--- src/rtl/scsi_selmon_pkg.sv ---
package scsi_selmon_pkg;

  typedef enum logic [1:0] {
    SEL_IDLE     = 2'd0,
    SEL_ATN_WAIT = 2'd1,
    SEL_HOLD     = 2'd2
  } sel_state_t;

  // Cycles covering a delay in ns, rounded up, at least one.
  function automatic int ns_to_cycles(input int clk_hz, input int ns);
    longint c;
    c = (longint'(clk_hz) * longint'(ns) + 64'd999_999_999) / 64'd1_000_000_000;
    if (c < 1) c = 1;
    return int'(c);
  endfunction

endpackage

--- src/rtl/scsi_sync2.sv ---
module scsi_sync2 #(
  parameter int WIDTH = 1
) (
  input  logic             clk,
  input  logic             rst,
  input  logic [WIDTH-1:0] d_i,
  output logic [WIDTH-1:0] q_o
);
  logic [WIDTH-1:0] meta_q;
  logic [WIDTH-1:0] out_q;

  for (genvar b = 0; b < WIDTH; b++) begin : g_bit
    always_ff @(posedge clk) begin
      if (rst) begin
        meta_q[b] <= 1'b0;
        out_q[b]  <= 1'b0;
      end else begin
        meta_q[b] <= d_i[b];
        out_q[b]  <= meta_q[b];
      end
    end
  end

  assign q_o = out_q;
endmodule

--- src/rtl/scsi_rst_filter.sv ---
module scsi_rst_filter #(
  parameter int FILT_CYC = 25
) (
  input  logic clk,
  input  logic rst,
  input  logic rst_s_i,
  input  logic clr_i,
  output logic det_o,
  output logic flag_o
);
  localparam int CW = $clog2(FILT_CYC + 1);

  logic          prev_q;
  logic          busy_q;
  logic [CW-1:0] cnt_q;
  logic          det_q;
  logic          flag_q;

  always_ff @(posedge clk) begin
    if (rst) begin
      prev_q <= 1'b0;
      busy_q <= 1'b0;
      cnt_q  <= '0;
      det_q  <= 1'b0;
    end else begin
      prev_q <= rst_s_i;
      det_q  <= 1'b0;
      if (!busy_q && rst_s_i && !prev_q) begin
        busy_q <= 1'b1;
        cnt_q  <= CW'(FILT_CYC - 1);
      end else if (busy_q) begin
        if (cnt_q == '0) begin
          busy_q <= 1'b0;
          det_q  <= rst_s_i;
        end else begin
          cnt_q <= cnt_q - 1'b1;
        end
      end
    end
  end

  always_ff @(posedge clk) begin
    if (rst)        flag_q <= 1'b0;
    else if (det_q) flag_q <= 1'b1;
    else if (clr_i) flag_q <= 1'b0;
  end

  assign det_o  = det_q;
  assign flag_o = flag_q;

  // an event only follows a window that ends with RST still high
  a_r7_second_sample: assert property (@(posedge clk) disable iff (rst)
    (busy_q && cnt_q == '0 && !rst_s_i) |=> !det_q);

  // the flag holds until cleared
  a_r8_flag_sticky: assert property (@(posedge clk) disable iff (rst)
    (flag_q && !clr_i) |=> flag_q);
endmodule

--- src/rtl/scsi_sel_detect.sv ---
module scsi_sel_detect
  import scsi_selmon_pkg::*;
#(
  parameter int NUM_IDS  = 8,
  parameter int ATN_CYC  = 5,
  parameter int ID_W     = $clog2(NUM_IDS)
) (
  input  logic               clk,
  input  logic               rst,
  input  logic               sel_s_i,
  input  logic               bsy_s_i,
  input  logic               atn_s_i,
  input  logic [NUM_IDS-1:0] data_s_i,
  input  logic [NUM_IDS-1:0] id_en_i,
  input  logic               clr_i,
  output logic [ID_W+1:0]    status_o,
  output logic               was_sel_o,
  output logic               legacy_o,
  output logic               bsy_drive_o
);
  localparam int CW = $clog2(ATN_CYC + 1);

  sel_state_t    state_q;
  logic          cond_q;
  logic [CW-1:0] cnt_q;
  logic          succ_q;
  logic          atnf_q;
  logic [ID_W-1:0] id_q;
  logic          was_q;
  logic          legacy_q;
  logic          drive_q;

  logic            cond;
  logic            trig;
  logic            hit;
  logic [ID_W-1:0] hit_id;

  assign cond = sel_s_i & ~bsy_s_i;
  assign trig = cond & ~cond_q & (state_q == SEL_IDLE);

  // Lowest enabled ID with its data bit set wins
  always_comb begin
    hit    = 1'b0;
    hit_id = '0;
    for (int i = NUM_IDS - 1; i >= 0; i--) begin
      if (data_s_i[i] && id_en_i[i]) begin
        hit    = 1'b1;
        hit_id = ID_W'(i);
      end
    end
  end

  always_ff @(posedge clk) begin
    if (rst) begin
      state_q  <= SEL_IDLE;
      cond_q   <= 1'b0;
      cnt_q    <= '0;
      succ_q   <= 1'b0;
      atnf_q   <= 1'b0;
      id_q     <= '0;
      was_q    <= 1'b0;
      legacy_q <= 1'b0;
      drive_q  <= 1'b0;
    end else begin
      cond_q <= cond;
      if (clr_i) begin
        state_q <= SEL_IDLE;
        succ_q  <= 1'b0;
        atnf_q  <= 1'b0;
        id_q    <= '0;
        was_q   <= 1'b0;
        drive_q <= 1'b0;
      end else begin
        case (state_q)
          SEL_IDLE: begin
            if (trig && hit) begin
              succ_q  <= 1'b1;
              atnf_q  <= 1'b1;
              id_q    <= hit_id;
              was_q   <= 1'b1;
              drive_q <= 1'b1;
              cnt_q   <= CW'(ATN_CYC - 1);
              state_q <= SEL_ATN_WAIT;
            end
          end
          SEL_ATN_WAIT: begin
            if (cnt_q == '0) begin
              atnf_q   <= atn_s_i;
              legacy_q <= ~atn_s_i;
              state_q  <= SEL_HOLD;
            end else begin
              cnt_q <= cnt_q - 1'b1;
            end
          end
          SEL_HOLD: ;
          default: state_q <= SEL_IDLE;
        endcase
      end
    end
  end

  assign status_o    = {succ_q, atnf_q, id_q};
  assign was_sel_o   = was_q;
  assign legacy_o    = legacy_q;
  assign bsy_drive_o = drive_q;

  // a reported success always comes with the BSY request
  a_r3_success_drives_bsy: assert property (@(posedge clk) disable iff (rst)
    succ_q |-> drive_q);

  // the selected ID is frozen while BSY is held
  a_r4_hold_ignores_bus: assert property (@(posedge clk) disable iff (rst)
    (drive_q && !clr_i) |=> $stable(id_q) && drive_q);

  // the ATN flag reads 1 until the sample is taken
  a_r5_atn_preset: assert property (@(posedge clk) disable iff (rst)
    (state_q == SEL_ATN_WAIT) |-> atnf_q);

  // a selection never starts without an enabled matching bit
  a_r2_needs_match: assert property (@(posedge clk) disable iff (rst)
    (state_q == SEL_IDLE && !hit) |=> !drive_q);

  // a clear always drops the BSY request
  a_r9_clear_releases: assert property (@(posedge clk) disable iff (rst)
    clr_i |=> !drive_q && !was_q);
endmodule

--- src/rtl/scsi_sel_monitor.sv ---
module scsi_sel_monitor
  import scsi_selmon_pkg::*;
#(
  parameter int CLK_HZ       = 50_000_000,
  parameter int ATN_DELAY_NS = 100,
  parameter int RST_FILT_NS  = 500,
  parameter int NUM_IDS      = 8,
  parameter int ID_W         = $clog2(NUM_IDS)
) (
  input  logic               clk,
  input  logic               rst,
  input  logic               sel_i,
  input  logic               bsy_i,
  input  logic               atn_i,
  input  logic               rst_bus_i,
  input  logic [NUM_IDS-1:0] data_i,
  input  logic [NUM_IDS-1:0] id_en_i,
  input  logic               bus_free_i,
  input  logic               rst_flag_clr_i,
  output logic [ID_W+1:0]    sel_status_o,
  output logic               was_selected_o,
  output logic               legacy_host_o,
  output logic               bus_reset_o,
  output logic               bsy_drive_o
);
  localparam int ATN_CYC  = ns_to_cycles(CLK_HZ, ATN_DELAY_NS);
  localparam int FILT_CYC = ns_to_cycles(CLK_HZ, RST_FILT_NS);
  localparam int SYNC_W   = NUM_IDS + 4;

  logic [SYNC_W-1:0]  raw_bus;
  logic [SYNC_W-1:0]  syn_bus;
  logic               rst_det;
  logic               sel_clr;

  assign raw_bus = {data_i, rst_bus_i, atn_i, bsy_i, sel_i};

  scsi_sync2 #(.WIDTH(SYNC_W)) u_sync (
    .clk (clk),
    .rst (rst),
    .d_i (raw_bus),
    .q_o (syn_bus)
  );

  scsi_rst_filter #(.FILT_CYC(FILT_CYC)) u_rstf (
    .clk     (clk),
    .rst     (rst),
    .rst_s_i (syn_bus[3]),
    .clr_i   (rst_flag_clr_i),
    .det_o   (rst_det),
    .flag_o  (bus_reset_o)
  );

  assign sel_clr = bus_free_i | rst_det;

  scsi_sel_detect #(
    .NUM_IDS (NUM_IDS),
    .ATN_CYC (ATN_CYC),
    .ID_W    (ID_W)
  ) u_seld (
    .clk         (clk),
    .rst         (rst),
    .sel_s_i     (syn_bus[0]),
    .bsy_s_i     (syn_bus[1]),
    .atn_s_i     (syn_bus[2]),
    .data_s_i    (syn_bus[SYNC_W-1:4]),
    .id_en_i     (id_en_i),
    .clr_i       (sel_clr),
    .status_o    (sel_status_o),
    .was_sel_o   (was_selected_o),
    .legacy_o    (legacy_host_o),
    .bsy_drive_o (bsy_drive_o)
  );
endmodule

--- config.mk ---
export PLATFORM = sky130hd
export DESIGN_NAME = scsi_sel_monitor
export DESIGN_NICKNAME = d
export VERILOG_FILES = /design/src/rtl/scsi_selmon_pkg.sv /design/src/rtl/scsi_sync2.sv /design/src/rtl/scsi_rst_filter.sv /design/src/rtl/scsi_sel_detect.sv /design/src/rtl/scsi_sel_monitor.sv
export SDC_FILE = /design/constraint.sdc
export NUM_CORES = 1
export LEC_CHECK = 0
export BUFFER_PORTS_ARGS = -buffer_cell sky130_fd_sc_hd__buf_4
export CAP_MARGIN = 10
export CORE_MARGIN = 2
export CORE_UTILIZATION = 25
export DETAILED_ROUTE_END_ITERATION = 16
export PLACE_DENSITY = 0.54
export SETUP_SLACK_MARGIN = 0.3
export SYNTH_ARGS = -nofsm -noshare
export SYNTH_HDL_FRONTEND = slang
export SYNTH_SLANG_ARGS = --single-unit
--- constraint.sdc ---
create_clock -name clk -period 2.05 [get_ports clk]
set_input_delay 0.41 -clock clk [delete_from_list [all_inputs] [get_ports clk]]
set_output_delay 0.41 -clock clk [all_outputs]
set_load 0.01 [all_outputs]
After elaboration in Yosys (flattened, before gate mapping)
Cells that the tools add are included.
Cells by class
  add/subtract/negate cells: 2
  bitwise logic cells: 11
  equality and inequality tests: 6
  reductions and logical operators: 29
  mux-type cells: 33
Operators with widths (number)
  $mux W3: 10
  $mux W1: 15
  $mux W5: 3
  $logic_and A1 B1 Y1: 11
  $reduce_and A3 Y1: 3
  $not A1 Y1: 7
  $pmux W2 S3: 1
  $pmux W3 S2: 1
  $reduce_and A2 Y1: 3
  $reduce_bool A2 Y1: 3
  $logic_not A5 Y1: 1
  $sub A5 B1 Y5 const B: 1
  $mux W2: 2
  $ne A2 B1 Y1 const B: 2
  $ne A2 B2 Y1 const B: 2
  $reduce_and A4 Y1: 1
  $reduce_or A2 Y1: 2
  $reduce_or A4 Y1: 1
  $and A1 B1 Y1: 3
  $logic_not A3 Y1: 1
  $sub A3 B1 Y3 const B: 1
  $eq A2 B1 Y1 const B: 1
  $eq A2 B2 Y1 const B: 1
  $logic_not A1 Y1: 2
  other kinds (3): 3
Word-level totals
  word-level logic and storage cells: 118
  bits in registers: 45
  input port bits: 24

Longest topological paths before layout
Gate-level depths: netlist (run 1).
  word-level depth: 12
  mapped depth: 7

Cells and area by module
Synthesis (run 1) repeated with hierarchy kept, for this count alone.
Unflattened totals
  cell total of the unflattened synthesis: 176
  area, all modules: 1785.5 µm²
Modules (own cells, without submodules)
  scsi_sel_detect: times used 1, seq. area each 240.2 µm², area each 694.4 µm², cells an instance 82
  scsi_sync2: times used 1, seq. area each 480.5 µm², area each 693.2 µm², cells an instance 50
  scsi_rst_filter: times used 1, seq. area each 180.2 µm², area each 391.6 µm², cells an instance 43
  scsi_sel_monitor: times used 1, seq. area each 0.0 µm², area each 6.3 µm², cells an instance 1

Least setup slack after synthesis (run 1)
No wires, ideal clock.
  kind: input to register
  from: input id_en_i[2]
  to: register u_seld.cnt_q[2]
  path slack: 0.634 ns
  data arrival time: 1.301 ns
  stages: 5
  cells stage by stage: a22oi_1 nand4_1 a21oi_1 nor2_1 o21a_1
Between the ends
  cells in the longest elaborated chain, start to end: 7
Ends and longest elaborated chain
  start, declared: RTL line scsi_sel_monitor.sv:17  | input logic [NUM_IDS-1:0] id_en_i,
  $logic_and A1 B1 Y1: RTL line scsi_sel_detect.sv:46  | if (data_s_i[i] && id_en_i[i]) begin
  $mux W1 (3 in a row): RTL line scsi_sel_detect.sv:46
  $logic_and A1 B1 Y1: RTL line scsi_sel_detect.sv:76  | if (trig && hit) begin
  $ne A2 B2 Y1 (no source line)
  $reduce_and A4 Y1 (no source line)
  end signal, assigned: RTL line scsi_sel_detect.sv:82  | cnt_q <= CW'(ATN_CYC - 1);
  end signal, assigned: RTL line scsi_sel_detect.sv:92  | cnt_q <= cnt_q - 1'b1;
  end, declared: RTL line scsi_sel_detect.sv:25  | logic [CW-1:0] cnt_q;
Every way passes these cells.
A chain may end at the register's enable or synchronous reset.

Worst setup path after layout (run 1)
  from: register u_seld.state_q[0]
  to: register u_seld.id_q[0]
Between the ends
  cells in the longest elaborated chain, start to end: 4
Ends and longest elaborated chain
  start, declared: RTL line scsi_sel_detect.sv:23  | sel_state_t state_q;
  start signal, assigned: RTL line scsi_sel_detect.sv:55  | state_q <= SEL_IDLE;
  start signal, assigned: RTL line scsi_sel_detect.sv:67  | state_q <= SEL_IDLE;
  start signal, assigned: RTL line scsi_sel_detect.sv:83  | state_q <= SEL_ATN_WAIT;
  $logic_not A2 Y1 (*): RTL line scsi_sel_detect.sv:39, scsi_sel_detect.sv:74
  $and A1 B1 Y1: RTL line scsi_sel_detect.sv:39  | assign trig = cond & ~cond_q & (state_q == SEL_IDLE);
  $logic_and A1 B1 Y1: RTL line scsi_sel_detect.sv:76
  $reduce_and A2 Y1 (no source line) (*)
  end signal, assigned: RTL line scsi_sel_detect.sv:79  | id_q <= hit_id;
  end, declared: RTL line scsi_sel_detect.sv:28  | logic [ID_W-1:0] id_q;
Every way passes the cells marked *; elsewhere a longest branch is shown, timed or not.

==> run metrics, run 1 <==
Via density=4.29; DRC=0; Worst Skew=0.00373 ns; total gr overflow=0; leak pwr=0.834 nW; CTS Buf Count=5; most common cell after layout, fill and taps aside=dfxtp_1; R2R setup slack=0.52 ns; CP Cell Sequence=nor4_4 > nand2_4 > a211o_1 > a21oi_2; WL/cell=10.1 microns; root buf cell=clkbuf_8; hold endpoint=u_sync.meta_q[3]; Cell Pwr Density=825 nW/um^2; first-pass GRT wire length=4900 microns; Iter 0 DRT Violations=32; Slew Viols, Final=0; GRT Total Usage=8.61%; CP Launch Type=flop; Reg2Reg Depth=4; hold path start=rst_bus_i; worst vdd ir=0.257 mV; Slew @ Worst Pin=0.449 ns; unique cell type count in the Yosys netlist=37; Pre-antenna DRT Iters=4; TritonCTS clock tree=done; Vias=1192; cell depth of the worst min-delay path=2; Mapped Area=1670 sq um; final setup TNS=0 ns; Max-Cap Viols=0; Clock Pin Slew Worst Setup and Hold Paths=0.08 ns; Detailed Route WL=2820 microns; Clock Latency Late Sink=0.29 ns; syn_nets=196; Final #Nets=227; status=completed; RSZ-0062 raised after global routing=false; Die Span X=85.6 microns; maximum net fanout on the critical path=8; most frequent cells in the layout=45 x dfxtp_1, 32 x buf_4, 26 x nor2b_1, 12 x a21oi_1, 10 x nand2_1; HP Class=input pin to flop; syn avg cell area=9.86 sq um; fmax=0.655 GHz; Max Root-Sink Buffers=2; number of global-route vias before repair=1126; core area=6390 sq um; Post-Syn Instances=169; Routed Antenna Nets=0; clk sinks=45; final hold slack=0.324 ns; Final Hold Violating Endpoints=0; kind of critical path=flop to flop; CP delay by family, top=simple AND/OR/NAND/NOR gates; CP required=2.28 ns; Crit Reg-Reg Startpoint=u_seld.state_q[0]; hold_buf cts=0; Final min period=1.53 ns; CP bufs+invs=0; port bufs=32; Inserted Diodes=0; Die Ht=85.6 microns; capturing point of the worst reg2reg path=u_seld.id_q[0]; Std-Cell Rows=29; asr flop ratio synth=0%; Die Area=7340 sq um; largest net degree at the start of global routing=39; initial antenna violation count=0; fraction of layout instances using a drive strength above 1=22.4%; H-tree Lvls=2; synth warn=0; Setup Viol. Count Final=0; post-DP HPWL=2030 microns; Starting Density=26.1%; EDFF count, synth=0; register area share after synthesis=54.1%; Synth Register Bits=45; Area Growth Syn to Fin=24.9%; RePlAce Congestion=0.729; IO Pins=33; Final period util=74.5%; Slew HR=69.8%; slowest stage delay, CP=0.51 ns; Arr. time, crit path=1.76 ns; ys flop type=dfxtp_1; critical path capture point type=flop; Slowest cell on crit path=nor4_4
==> power by group <==
group	internal [mW]	leakage [nW]	switching [mW]	total (mW)
Sequential	0.903	0.368	0.0143	0.917
Clock	0.396	0.0574	0.292	0.688
Combinational	0.0609	0.408	0.0512	0.112
Total	1.36	0.834	0.357	1.72
==> cell usage after synthesis, types with 4 or more instances <==
library cell | number | area, sq um
nor3_1 | 7 | 35.0
a22oi_1 | 4 | 30.0
o21ai_0 | 4 | 20.0
nand2b_1 | 4 | 25.0
dfxtp_1 | 45 | 901
a21oi_1 | 12 | 60.1
nor2_1 | 8 | 30.0
clkbuf_1 | 4 | 15.0
nand2_1 | 10 | 37.5
inv_1 | 9 | 33.8
nor2b_1 | 26 | 163
==> what timing repair did <==
item / CTS / global route
buffers inserted: 0 / 0
resized for setup: 0 / 1
endpoints found under the setup margin: 0 / 1
hold endpoints to repair: 0 / 0
==> metal layers <==
| metal | global-route usage [%] | routed length, microns | vias up |
|---|---|---|---|
| met5 | 0 | 0 | - |
| met4 | 4.33 | 61 | 0 |
| met3 | 4.04 | 179 | 6 |
| met2 | 12.8 | 1210 | 25 |
| met1 | 10.4 | 1370 | 531 |
| li1 | - | - | 630 |
==> stage by stage <==
stage | utilization (%) | area, sq um | setup WS [ns] | total power, mW | std cells
after detailed placement | 30.7 | 1960 | 0.370 | 1.05 | 270
after global placement | 30.7 | 1960 | 0.421 | 1.05 | 270
after CTS | 32.6 | 2080 | 0.447 | 1.75 | 278
final | 32.6 | 2080 | 0.522 | 1.72 | 278
after floorplan | - | 1670 | 0.634 | 1.00 | 169
after global routing | 32.6 | 2080 | 0.392 | 1.81 | 278
==> logic make-up (layout without fill, tap and decap cells) <==
group | count (synthesis) | after routing | synth area share [%]
buffers and inverters | 17 | 49 | 4.50
XOR/XNOR | 2 | 2 | 1.05
flip-flops | 45 | 45 | 54.1
AND/OR/NAND/NOR | 69 | 69 | 24.0
AO/OA/AOI/OAI | 33 | 33 | 14.1
adder cells (fa/ha/maj) | 3 | 3 | 2.25
==> flip-flops by register name, indices dropped and copies added (netlist names) <==
register / flops
u_seld.cond_q: 1
u_rstf.flag_o: 1
u_rstf.busy_q: 1
u_seld.id_q: 3
u_sync.meta_q: 12
u_rstf.prev_q: 1
u_seld.bsy_drive_o: 1
u_sync.q_o: 12
u_seld.cnt_q: 3
u_seld.legacy_o: 1
u_seld.atnf_q: 1
u_seld.state_q: 2
u_rstf.cnt_q: 5
u_rstf.det_o: 1
==> how the worst max path moves through the flow <==
stage | startpoint | endpoint | slack (ns) | depth (start not counted)
after floorplan | id_en_i[2] | u_seld.cnt_q[2] | 0.63 | 5
after global placement | id_en_i[2] | u_seld.cnt_q[2] | 0.42 | 6
after detailed placement | id_en_i[2] | u_seld.cnt_q[2] | 0.37 | 6
after CTS | u_seld.cnt_q[0] | u_seld.cnt_q[1] | 0.45 | 7
after global routing | u_seld.cnt_q[0] | u_seld.legacy_o | 0.39 | 7
final | u_seld.state_q[0] | u_seld.id_q[0] | 0.52 | 4
==> final cells by class <==
cell class	count	area [sq um]
Clock buffer	6	82.6
Clock inverter	2	37.5
Fill cell	682	4300
Inverter	9	33.8
Multi-Input combinational cell	107	691
Sequential cell	45	901
Tap cell	77	96.3
Timing Repair Buffer	32	240
==> worst register-to-register path, cell delays in order (launching register included) <==
cell	delay, ns
dfxtp_1	0.41
nor4_4	0.51
nand2_4	0.12
a211o_1	0.31
a21oi_2	0.12
No activity file was read; power rests on OpenSTA's default activity.
==> inputs of run 2 (changes only) <==
PLACE_DENSITY = 0.56   (was 0.54)
clock period = 1.4 ns   (was 2.05 ns; I/O delays follow)
==> run metrics, run 2 (same netlist as run 1, synthesis figures left out) <==
status=completed; total gr overflow=0 (unchanged); number of global-route vias before repair=1235 (+9.7%); post-DP HPWL=2170 microns (+7.0%); most frequent cells in the layout=48 x buf_4, 36 x dfxtp_1, 25 x nor2b_1, 9 x nand2_1, 8 x dfxtp_2; H-tree Lvls=2 (unchanged); leak pwr=0.944 nW (+13%); Routed Antenna Nets=0 (unchanged); RSZ-0062 raised after global routing=true; Cell Pwr Density=982 nW/um^2 (+19%); Via density=4.27 (-0.33%); maximum net fanout on the critical path=4 (-4); Clock Pin Slew Worst Setup and Hold Paths=0.08 ns (about the same); Final period util=97.7% (+23 points); Slew Viols, Final=0 (unchanged); Vias=1265 (+6.1%); Inst Count DP=275 (+1.9%); Final Hold Violating Endpoints=0 (unchanged); Clock Latency Late Sink=0.29 ns (about the same); largest net degree at the start of global routing=38 (-2.6%); Starting Density=26.1% (unchanged); IO Pins=33 (unchanged); CP Launch Type=flop; fmax=0.731 GHz (+12%); slowest stage delay, CP=0.33 ns (-0.18 ns); Max Root-Sink Buffers=2 (unchanged); Detailed Route WL=3140 microns (+11%); Slowest cell on crit path=dfxtp_2; TritonCTS clock tree=done; FILL cells=652 (-4.4%); final non-filler cell total=296 (+6.5%); GRT Total Usage=9.25% (+0.64 points); Pre-antenna DRT Iters=4 (unchanged); Die Area=7340 sq um (unchanged); Final #Nets=245 (+7.9%); root buf cell=clkbuf_8; Std-Cell Rows=29 (unchanged); Setup Viol. Count Final=0 (unchanged); Max-Cap Viols=0 (unchanged); first-pass GRT wire length=5350 microns (+9.3%); Worst Skew=0.00413 ns (+0.000400 ns); Slew @ Worst Pin=0.371 ns (-0.0784 ns); Die Ht=85.6 microns (unchanged); fraction of layout instances using a drive strength above 1=47.0% (+25 points); critical path capture point type=flop; Final min period=1.37 ns (-0.160 ns); initial antenna violation count=0 (unchanged); WL/cell=10.6 microns (+4.7%); kind of critical path=flop to flop; worst vdd ir=0.449 mV (+75%); Die Span X=85.6 microns (unchanged); Area Growth Syn to Fin=41.4%; RePlAce Congestion=0.714 (-2.1%); Arr. time, crit path=1.54 ns (-0.22 ns); Slew HR=75.3% (+5.5 points); Iter 0 DRT Violations=39 (+22%); HP Class=input pin to flop; Inserted Diodes=0 (unchanged); clk sinks=45 (unchanged); most common cell after layout, fill and taps aside=buf_4; core area=6390 sq um (unchanged); hold_buf cts=0 (unchanged); CTS Buf Count=5 (unchanged); CP Cell Sequence=inv_2 > ha_4 > inv_4 > o41ai_4 > buf_4 > nor2_2 > a21oi_1 > nor3_1; port bufs=32 (unchanged); DRC=0 (unchanged); CP required=1.57 ns (-0.71 ns); Pwr Total=2.31 mW (+35%)
==> run 2: changes by cell type in the layout (fill, tap and decap cells not counted), sizes merged <==
cell and change:
bufinv -1, clkinv +2, clkinvlp -1, buf +18
==> run 2: layout make-up <==
class | count | area, sq um | area share [%]
repair buffers | 50 | 383 | 16.3
inverters | 9 | 36.3 | 1.54
clock inverters | 2 | 10.0 | 0.425
multi-input cells | 107 | 843 | 35.8
clock buffers | 6 | 72.6 | 3.08
flip-flops and latches | 45 | 915 | 38.8
well taps | 77 | 96.3 | 4.09
==> run 2: worst paths after layout <==
path | to | start | slack [ns] | cells past startpoint
worst max-delay path | u_rstf.cnt_q[1] | u_rstf.cnt_q[0] | 0.03 | 8
worst min-delay path | u_sync.meta_q[6] | data_i[2] | 0.20 | 2
worst max register to register | u_rstf.cnt_q[1] | u_rstf.cnt_q[0] | 0.03 | 8
worst min register to register | u_sync.q_o[5] | u_sync.meta_q[5] | 0.44 | 1
==> run 2: what timing repair did <==
item | CTS | global route
setup buffers | 6 | 7
setup endpoints to repair | 18 | 18
resized for setup | 11 | 17
pin swaps | 7 | 7
==> run 2: worst max-delay path, delay by kind of cell, from the launching register on <==
family,cells,cell delay (ns)
compound gates,2,0.35
flops,1,0.33
buf+inv,3,0.32
fa+ha+maj,1,0.15
simple gates,2,0.09
==> run 2: power breakdown <==
group	switching, mW	leakage [nW]	total [mW]	internal, mW
clock	0.406	0.0450	0.752	0.346
combinational	0.0933	0.526	0.216	0.123
sequential	0.0250	0.373	1.35	1.32
==> run 2: metrics by stage <==
step           hold WS, ns  setup slack (ns)  cell area (sq um)  TNS [ns]  utilization, %
3_3_place_gp         0.418            0.0379               2080         0            32.6
6_report             0.196            0.0322               2360         0            36.9
2_1_floorplan        0.408            0.0463               1750         0               -
4_1_cts              0.184            0.0546               2240         0            35.1
5_1_grt              0.180           -0.0431               2360   -0.0808            36.9
3_5_place_dp         0.425            0.0412               2080         0            32.6
==> run 2: routing by layer <==
metal	vias to the layer above	track usage, %	part of all wire, %
met5	-	0	0
met4	0	4.76	2.2
met3	4	3.18	4.6
met2	21	15.8	50
met1	573	10.1	43
li1	667	-	-
==> inputs of run 3 (changes only) <==
CORE_MARGIN = 3   (was 2)
==> run metrics, run 3 (same netlist as run 1, synthesis figures left out) <==
first-pass GRT wire length=5670 microns (+5.9%); hold path start=rst; Final period util=101% (+2.8 points); Slew @ Worst Pin=0.378 ns (+0.00748 ns); Final min period=1.41 ns (+0.0393 ns); largest net degree at the start of global routing=21 (-45%); fmax=0.711 GHz (-2.8%); CP required=1.57 ns (about the same); Max Root-Sink Buffers=2 (unchanged); Vias=1304 (+3.1%); maximum net fanout on the critical path=4 (unchanged); post-layout instance area=2440 sq um (+3.6%); critical path capture point type=flop; final hold slack=0.174 ns (-0.0223 ns); HP Class=input pin to flop; Cell Pwr Density=961 nW/um^2 (-2.1%); Pre-antenna DRT Iters=2 (-2); Clock Pin Slew Worst Setup and Hold Paths=0.08 ns (about the same); Final #Nets=252 (+2.9%); leak pwr=0.990 nW (+4.9%); Crit Reg-Reg Startpoint=u_rstf.cnt_q[0]; Max-Cap Viols=0 (unchanged); Routed Antenna Nets=0 (unchanged); number of global-route vias before repair=1278 (+3.5%); Inserted Diodes=0 (unchanged); hold_buf cts=0 (unchanged); kind of critical path=flop to flop; initial antenna violation count=0 (unchanged); status=finished, violations left; CP Launch Type=flop; Die Area=7680 sq um (+4.7%); RSZ-0062 raised after global routing=true; H-tree Lvls=2 (unchanged); Detailed Route WL=3420 microns (+8.7%); Arr. time, crit path=1.58 ns (+0.04 ns); post-DP HPWL=2340 microns (+7.6%); worst vdd ir=0.534 mV (+19%); Die Span X=87.6 microns (+2.3%); core area=6420 sq um (+0.57%); most common cell after layout, fill and taps aside=buf_4; Area Growth Syn to Fin=46.5%; Area after DPL=2100 sq um (+0.72%); Slew Viols, Final=0 (unchanged); Die Ht=87.6 microns (+2.3%); Starting Density=25.9% (-0.15 points); Reg2Reg Depth=8 (unchanged); final non-filler cell total=303 (+2.4%); DRC=0 (unchanged); IO Pins=33 (unchanged); Worst Skew=0.00734 ns (+0.00321 ns); final worst-path setup slack=-0.00715 ns (-0.0393 ns); Pwr Total=2.35 mW (+1.4%); Clock Latency Late Sink=0.29 ns (about the same); Slew HR=74.7% (-0.59 points); GRT Total Usage=9.40% (+0.15 points); Std-Cell Rows=29 (unchanged); failing checks=setup timing; Iter 0 DRT Violations=23 (-41%); RePlAce Congestion=0.744 (+4.3%); Core Util, Final=38.0% (+1.1 points); root buf cell=clkbuf_8; TritonCTS clock tree=done; R2R setup slack=-0.007 ns (-0.04 ns); clk sinks=45 (unchanged); WL/cell=11.3 microns (+6.1%); capturing point of the worst reg2reg path=u_rstf.cnt_q[1]; cell depth of the worst min-delay path=2 (unchanged); hold endpoint=u_rstf.flag_o; Final Hold Violating Endpoints=0 (unchanged); fraction of layout instances using a drive strength above 1=51.3% (+4.3 points); CTS Buf Count=5 (unchanged); total gr overflow=0 (unchanged); Inst Count DP=277 (+0.73%); Via density=4.30 (+0.70%); Setup Viol. Count Final=1 (+1); most frequent cells in the layout=53 x buf_4, 30 x dfxtp_1, 25 x nor2b_1, 13 x dfxtp_2, 9 x nand2_1; port bufs=32 (unchanged)
==> run 3: changes by cell type in the layout (fill, tap and decap cells not counted), moves of 2 or more <==
cell	previous run	this run
dfxtp_1	36	30
buf_4	48	53
dfxtp_2	8	13
buf_6	2	4
==> run 3: layout make-up <==
type	count	area, sq um
repair buffers	57	443
well taps	77	96.3
clock inverters	3	16.3
clock buffers	5	68.8
flip-flops and latches	45	925
inverters	9	33.8
fillers	643	3980
multi-input cells	107	858
==> run 3: repair_timing <==
item | CTS | global route
setup buffers | 13 | 5
setup endpoints to repair | 18 | 20
resized for setup | 15 | 23
pin swaps | 12 | 7
==> run 3: report_power, final <==
| group | internal [mW] | total [mW] | leakage, nW | switching, mW |
|---|---|---|---|---|
| Clock | 0.346 | 0.770 | 0.0482 | 0.424 |
| Sequential | 1.32 | 1.35 | 0.376 | 0.0261 |
| Combinational | 0.132 | 0.231 | 0.566 | 0.0988 |
==> run 3: critical path: stages (launching register included) <==
cell and delay, ns:
dfxtp_2 0.33, inv_2 0.07, ha_4 0.13, inv_2 0.04
o41ai_4 0.32, buf_4 0.20, nor2_1 0.04, a21oi_1 0.11
nor3_1 0.05
==> run 3: metrics by stage <==
stage | setup slack (ns) | setup TNS (ns)
6_report | -0.00715 | -0.00715
3_3_place_gp | 0.0764 | 0
2_1_floorplan | 0.0463 | 0
3_5_place_dp | 0.0571 | 0
4_1_cts | 0.0438 | 0
5_1_grt | -0.0967 | -0.313
==> run 3: worst max path at each step <==
stage                    startpoint         endpoint  cells past startpoint
finish              u_rstf.cnt_q[0]  u_rstf.cnt_q[1]                      8
global route        u_rstf.cnt_q[0]  u_rstf.cnt_q[1]                      8
CTS                 u_rstf.cnt_q[0]  u_rstf.cnt_q[1]                      8
detailed placement  u_rstf.cnt_q[1]  u_rstf.cnt_q[1]                      8
global placement    u_rstf.cnt_q[0]  u_rstf.cnt_q[1]                      8
floorplan           u_rstf.cnt_q[0]  u_rstf.cnt_q[2]                      7
==> run 3: metal layers <==
layer	up-vias	track usage (%)	wire length, microns
li1	679	-	-
met1	596	10.5	1450
met2	24	16.2	1770
met3	5	3.67	164
met4	0	3.49	33
met5	-	0	0
